File: src/rtl/be_chk_pkg.sv
package be_chk_pkg;
  typedef enum logic [1:0] {
    PH_SINGLE = 2'd0,
    PH_FIRST  = 2'd1,
    PH_MIDDLE = 2'd2,
    PH_LAST   = 2'd3
  } be_phase_e;
endpackage

File: src/rtl/be_pattern_rule.sv
module be_pattern_rule
  import be_chk_pkg::*;
#(
  parameter int LANES = 4
) (
  input  be_phase_e        phase,
  input  logic [LANES-1:0] be,
  output logic             ok
);
  localparam int NSIZE = $clog2(LANES) + 1;
  localparam logic [LANES-1:0] ALL = {LANES{1'b1}};

  logic [LANES-1:0] top_hit;
  logic [LANES-1:0] low_hit;
  logic [NSIZE-1:0] size_hit;

  // Runs anchored at the top lane or at lane 0
  for (genvar k = 0; k < LANES; k++) begin : g_run
    assign top_hit[k] = (be == (ALL << k));
    assign low_hit[k] = (be == (ALL >> k));
  end

  // Naturally aligned groups of 2^s lanes
  for (genvar s = 0; s < NSIZE; s++) begin : g_size
    localparam int GW = 1 << s;
    localparam logic [LANES-1:0] GMASK = LANES'((1 << GW) - 1);
    logic [LANES-1:0] off_hit;
    for (genvar o = 0; o < LANES; o++) begin : g_off
      if (o < LANES / GW) begin : g_on
        assign off_hit[o] = (be == (GMASK << (o * GW)));
      end else begin : g_off_none
        assign off_hit[o] = 1'b0;
      end
    end
    assign size_hit[s] = |off_hit;
  end

  always_comb begin
    case (phase)
      PH_SINGLE: ok = |size_hit;
      PH_FIRST:  ok = |top_hit;
      PH_MIDDLE: ok = (be == ALL);
      PH_LAST:   ok = |low_hit;
      default:   ok = 1'b0;
    endcase
  end
endmodule

File: config.mk
export PLATFORM = sky130hd
export DESIGN_NAME = be_pattern_rule
export DESIGN_NICKNAME = d
export VERILOG_FILES = /design/src/rtl/be_chk_pkg.sv /design/src/rtl/be_pattern_rule.sv
export SDC_FILE = /design/constraint.sdc
export NUM_CORES = 1
export LEC_CHECK = 0
export CAP_MARGIN = 20
export CORE_AREA = 8 8 45 47
export DETAILED_ROUTE_END_ITERATION = 8
export DIE_AREA = 0 0 53 55
export DONT_BUFFER_PORTS = 1
export GPL_TIMING_DRIVEN = 1
export PLACE_DENSITY_LB_ADDON = 0.1
export SYNTH_ARGS = -nofsm -noshare
export SYNTH_HDL_FRONTEND = slang
export SYNTH_SLANG_ARGS = --single-unit
File: constraint.sdc
create_clock -name vclk -period 3.2
set_input_delay 0.96 -clock vclk [all_inputs]
set_output_delay 0.96 -clock vclk [all_outputs]
set_load 0.05 [all_outputs]
# After elaboration in Yosys (flattened, before gate mapping)
# Index checks and enable logic that the tools add are counted.
# totals
word_cells	17
in_bits	6
out_inout_bits	1
regBits	0
# classes
eq_ne	12
muxes	1
n_reduce_logical	4
# op_table
op	n
4-bit == test, second input constant	4
4-bit by 2-bit == test with 1-bit output, second input constant	2
4-bit by 3-bit == test with 1-bit output, second input constant	2
4-bit OR reduction	2
7-bit OR reduction	1
2-bit == test, second input constant	2
4-bit by 1-bit == test with 1-bit output, second input constant	1
1-bit case mux with 4 select lines	1
2-bit by 1-bit == test with 1-bit output, second input constant	1
2-bit zero test	1

# Logic depth before layout (Yosys ltp)
# Gate-level depths: netlist of run 1.
# logic_depth
ltp_word	3
mapped_depth	4
ltp_nobuf	4

# Worst setup path after synthesis of run 1
# No wires, ideal clock.
# synth_timing
path_kind	input to output
startpoint	input be[2]
endpoint	output ok
path_buffers	0
setup_slack_ps	545
required_time_ps	2240
cell_stages	4
arrival_time_ps	1695
cell_sequence	nor3_1 -> o21ai_0 -> o32ai_1 -> a21o_1
# synth_via
elab_chain_len	3
word_cells_on_any_way	13
classes_between	eq/ne: 9; mux: 1; reduce/logical: 3
# synth_lines
item	line	text
start: declaration	be_pattern_rule.sv:7	input logic [LANES-1:0] be,
4-bit by 1-bit == test with 1-bit output (tied with other cells)	be_pattern_rule.sv:20, be_pattern_rule.sv:30	
7-bit OR reduction (tied with other cells)	be_pattern_rule.sv:40	PH_SINGLE: ok = |size_hit;
1-bit case mux with 4 select lines *	be_pattern_rule.sv:39	case (phase)
end: declaration	be_pattern_rule.sv:8	output logic ok
# Every way passes the cells marked *; elsewhere a longest branch is shown, timed or not.

# Final worst setup path of run 1
# Same ends and word-level chain as after synthesis.

==> impl_metrics.ini, run 1 <==
[yosys]
synth_adder_area_share_pct = 0
synth_top_family_by_area = compound AO/OA/AOI/OAI gates
avgSynthCellArea_um2 = 5.49
syn_area_um2 = 71.3
synth_top_area_share_pct = 15.8
synthMuxAreaShare_pct = 14.0
syn_nets = 19
synth-simple-area-share_pct = 19.3
syn_inst = 13
synth_xor_area_share_pct = 0
yosysTopAreaCell = inv_1
synth_area_leaders = inv_1 (16%), a21oi_1 (14%), mux2i_1 (14%), o21ai_0 (14%), o32ai_1 (12%)
synth_compound_area_share_pct = 50.9
synth_cell_type_count = 9
seq_area_frac_synth_pct = 0
synth_warnings = 0

[finish]
clock_buffers = 0
seq_cells = 0
fin_area_um2 = 91.3
n_antenna_cell = 0
final_common_cell = inv_1
final_nets = 21
drive_gt1_share_pct = 0
mostFrequentLayoutCells = inv_1 (3), a21oi_1 (2), o21ai_0 (2)
seqCellArea_um2 = 0
area_growth_pct = 28.1
post-route-util_pct = 6.60
stdcell_count = 29

[pwr]
comb_power_share_pct = 100.0
internal_power_mw = 0.00353
p_clk_share_pct = 0
finalPower_mw = 0.0108
irDropWorstVdd_mv = 0.0276
sw_frac_of_total_pct = 67.3
leakage_nw = 0.0412
powerDensity_mw_per_mm2 = 118
switching_power_mw = 0.00726
seqPwrFrac_pct = 0

[place]
gp_congestion = 0.561
portBuffers = 0
placed_cells = 29
placed_cell_area_um2 = 91.3

[clocking]
post_cts_buffers = 0
cts_resized = 0
cts_hold_buf = 0

[timing]
post-route-period-util_pct = 85.3
rsz0062_at_grt = no
finalSetupViolCount = 0
fmax_ghz = 0.366
slew_violations = 0
min_period_ps = 2730
relSlewSlack_pct = 70.4
tns_ps = 0
worst_pin_slew_ps = 445
finalHoldViolCount = 0

[setup_path]
crit_fanout = 4
worst-setup-path-type = in -> out
critPathMaxStageDelay_ps = 400
critPathCaptureType = primary output
cp_cell_sequence = nor3_1 -> o21ai_0 -> o32ai_1 -> a21o_1
worstPathArrival_ps = 1770
cp_slowest_cell = a21o_1
required_ps = 2240
critPathLaunchType = input pin

[route]
first_pass_iters = 1
vias = 84
antenna_left = 0
viasPerCell = 2.90
route.detailed.wl_per_inst_um = 8.34
drc = 0
drt-initial-drc-count = 0
drt_wl_total_um = 242

[floorplanning]
ios = 7
dieHeight_um = 55
dieArea_mm2 = 0.00292
fp.dieW_um = 53
fp-row-count = 14
coreArea_mm2 = 0.00138
start_util_pct = 5.15

[global_route]
first_global_vias = 96
grt_max_degree = 6
grt_pass1_wl_um = 420
met1_usage_pct = 1.81
antenna_found_initial = 0
grt_busiest_layer = met3
overflow = 0
track_usage_pct = 1.85
grtUsageMet2_pct = 1.76
use_met3_pct = 3.48

[min_path]
hold_class = in -> out

[run]
max-cap-violations = 0

[outcome]
outcome = complete, no violations
==> power by group through the flow <==
stage / Sequential (mW) / Clock (mW) / Combinational (mW)
2_1_floorplan: 0 / 0 / 0.00992
3_3_place_gp: 0 / 0 / 0.0108
3_5_place_dp: 0 / 0 / 0.0109
4_1_cts: 0 / 0 / 0.0109
5_1_grt: 0 / 0 / 0.0121
6_report: 0 / 0 / 0.0108
==> synthesized netlist by cell type <==
| cell type | n |
|---|---|
| inv_1 | 3 |
| o32ai_1 | 1 |
| nand3_1 | 1 |
| o21ai_0 | 2 |
| a21o_1 | 1 |
| nor2_1 | 1 |
| mux2i_1 | 1 |
| a21oi_1 | 2 |
| nor3_1 | 1 |
==> per-stage QoR <==
stage	hold WS (ps)	setup slack, ps
2_1_floorplan	2270	545
3_3_place_gp	2280	472
3_5_place_dp	2280	470
4_1_cts	2280	470
5_1_grt	2290	367
6_report	2270	471
==> cell type report <==
| cell class | instances | area (um^2) |
|---|---|---|
| inverter | 3 | 11.3 |
| tap | 16 | 20.0 |
| fill | 160 | 1290 |
| multi-input combinational | 10 | 60.1 |
==> logic make-up after synthesis <==
kind of cell    after synthesis
simple gates                  3
buf+inv                       3
compound gates                6
mux                           1
==> metal layers <==
layer	part of all wire, %	vias up
li1	-	48
met1	36	27
met2	11	9
met3	52	0
met4	0	0
met5	0	-
==> final timing paths <==
check	start	to	slack [ps]	cells past startpoint
worst max-delay path	be[2]	ok	470	4
worst min-delay path	phase[1]	ok	2270	2
==> critical path, delay by kind of cell <==
| family | cells | cell delay (ps) |
|---|---|---|
| and+or+nand+nor | 1 | 150 |
| AOI/OAI and AO/OA | 3 | 650 |
Power figures use the tool's default switching activity.
==> run 2, diff against run 1 <==
--- a/config.mk
+++ b/config.mk
@@ -5,6 +5,7 @@
 export SDC_FILE = /design/constraint.sdc
 export NUM_CORES = 1
 export LEC_CHECK = 0
+export ABC_AREA = 1
 export CAP_MARGIN = 20
 export CORE_AREA = 8 8 45 47
 export DETAILED_ROUTE_END_ITERATION = 8
@@ -12,6 +13,7 @@
 export DONT_BUFFER_PORTS = 1
 export GPL_TIMING_DRIVEN = 1
 export PLACE_DENSITY_LB_ADDON = 0.1
+export SLEW_MARGIN = 40
 export SYNTH_ARGS = -nofsm -noshare
 export SYNTH_HDL_FRONTEND = slang
 export SYNTH_SLANG_ARGS = --single-unit
==> run 2 against run 1 <==
  * Sequential cell count unchanged
  * Power up 22%
  * Synthesized area up 12%
  * Setup slack better by 81 ps
  * Hold slack worse by 120 ps
  * Critical path type unchanged
  * Critical endpoint unchanged
  * Largest power group unchanged
==> impl_metrics.ini, run 2 <==
[timing]
finalHoldViolCount = 0
tns_ps = 0
finalSetupViolCount = 0
slew_violations = 0
worst_hold_slack_ps = 2150
rsz0062_at_grt = no
relSlewSlack_pct = 62.5
min_period_ps = 2650
worst_pin_slew_ps = 561
setup_ws_ps = 552
post-route-period-util_pct = 82.8
fmax_ghz = 0.378

[yosys]
synth_area_leaders = nand2_1 (42%), inv_1 (19%), nor2_1 (19%), nor2_2 (7.8%), nand3_1 (6.3%)
synth_xor_area_share_pct = 0
synth_warnings = 0
syn_inst = 20
syn_nets = 26
synth-simple-area-share_pct = 75.0
synth_commonest_cells = nand2_1 (9), inv_1 (4), nor2_1 (4)
synth_adder_area_share_pct = 0
synth_top_family_by_area = simple AND/OR/NAND/NOR gates
avgSynthCellArea_um2 = 4.00
synthMuxAreaShare_pct = 0
syn_area_um2 = 80.1
yosysTopAreaCell = nand2_1
synth_most_common_cell = nand2_1
synth_cell_type_count = 6
synth_top_area_share_pct = 42.2
seq_area_frac_synth_pct = 0
synth_compound_area_share_pct = 6.25

[floorplanning]
dieArea_mm2 = 0.00292
ios = 7
start_util_pct = 5.79
dieHeight_um = 55
fp.dieW_um = 53
fp-row-count = 14
coreArea_mm2 = 0.00138

[outcome]
outcome = complete, no violations

[pwr]
irDropWorstVdd_mv = 0.0124
seqPwrFrac_pct = 0
comb_power_share_pct = 100.0
switching_power_mw = 0.00977
internal_power_mw = 0.00345
leakage_nw = 0.0596
p_clk_share_pct = 0
sw_frac_of_total_pct = 73.9
powerDensity_mw_per_mm2 = 132

[min_path]
hold-path-cell-count = 3
hold_class = in -> out
worstHoldStart = phase[1]

[finish]
seqCellArea_um2 = 0
clock_buffers = 0
final_nets = 28
final_common_cell = nand2_1
area_growth_pct = 25.0
seq_cells = 0
n_antenna_cell = 0
drive_gt1_share_pct = 5.00
fillerInstances = 159
stdcell_count = 36
post-route-util_pct = 7.23
mostFrequentLayoutCells = nand2_1 (9), inv_1 (4), nor2_1 (4)

[clocking]
cts_resized = 0
post_cts_buffers = 0
cts_hold_buf = 0

[setup_path]
critPathCaptureType = primary output
worstPathArrival_ps = 1690
critPathLaunch = be[0]
worst-setup-path-type = in -> out
crit_fanout = 3
critPathLaunchType = input pin
required_ps = 2240

[run]
max-cap-violations = 0

[route]
drt_wl_total_um = 279
antenna_left = 0
drc = 0
viasPerCell = 3.19
drt-initial-drc-count = 2
route.detailed.wl_per_inst_um = 7.75
first_pass_iters = 4
vias = 115

[global_route]
antenna_found_initial = 0
track_usage_pct = 1.85
overflow = 0
first_global_vias = 77
grt_pass1_wl_um = 441
grt_max_degree = 4

[place]
placed_cells = 36
portBuffers = 0
preCtsSetupSlack_ps = 542
gp_congestion = 0.619
hpwlAfterDp_um = 263
-- run 2: critical path: stages --
cell     delay [ps]
nor2_1          120
nor2_1           60
nand2_1          50
nand2_1          50
nor2_2          440
-- run 2: final timing paths --
path / end / slack [ps]
worst min-delay path: ok / 2150
worst max-delay path: ok / 550
-- run 2: area by class of cell --
cell class	instances	area [um^2]	share of cell area (%)
Inverter	4	15.0	15.0
Tap cell	16	20.0	20.0
Multi-Input combinational cell	16	65.1	65.0
-- run 2: layer usage --
layer	share of wire [%]	vias up	track usage (%)
met5	0	-	0
met4	0	0	0
met3	36	0	2.14
met2	19	9	1.17
met1	45	48	3.02
li1	-	58	-
-- run 2: cells by family after synthesis --
family | count (synthesis)
compound gates | 1
buf+inv | 4
simple gates | 15
-- run 2: stage by stage --
step	area [um^2]	total power [mW]
after detailed placement	100	0.0135
final	100	0.0132
after CTS	100	0.0135
after floorplan	80.1	0.0121
after global routing	100	0.0150
after global placement	100	0.0132
-- run 2: power groups by stage --
| stage | combinational, mW | sequential, mW | clock (mW) |
|---|---|---|---|
| after floorplan | 0.0121 | 0 | 0 |
| after global placement | 0.0132 | 0 | 0 |
| after detailed placement | 0.0135 | 0 | 0 |
| after CTS | 0.0135 | 0 | 0 |
| after global routing | 0.0150 | 0 | 0 |
| final | 0.0132 | 0 | 0 |
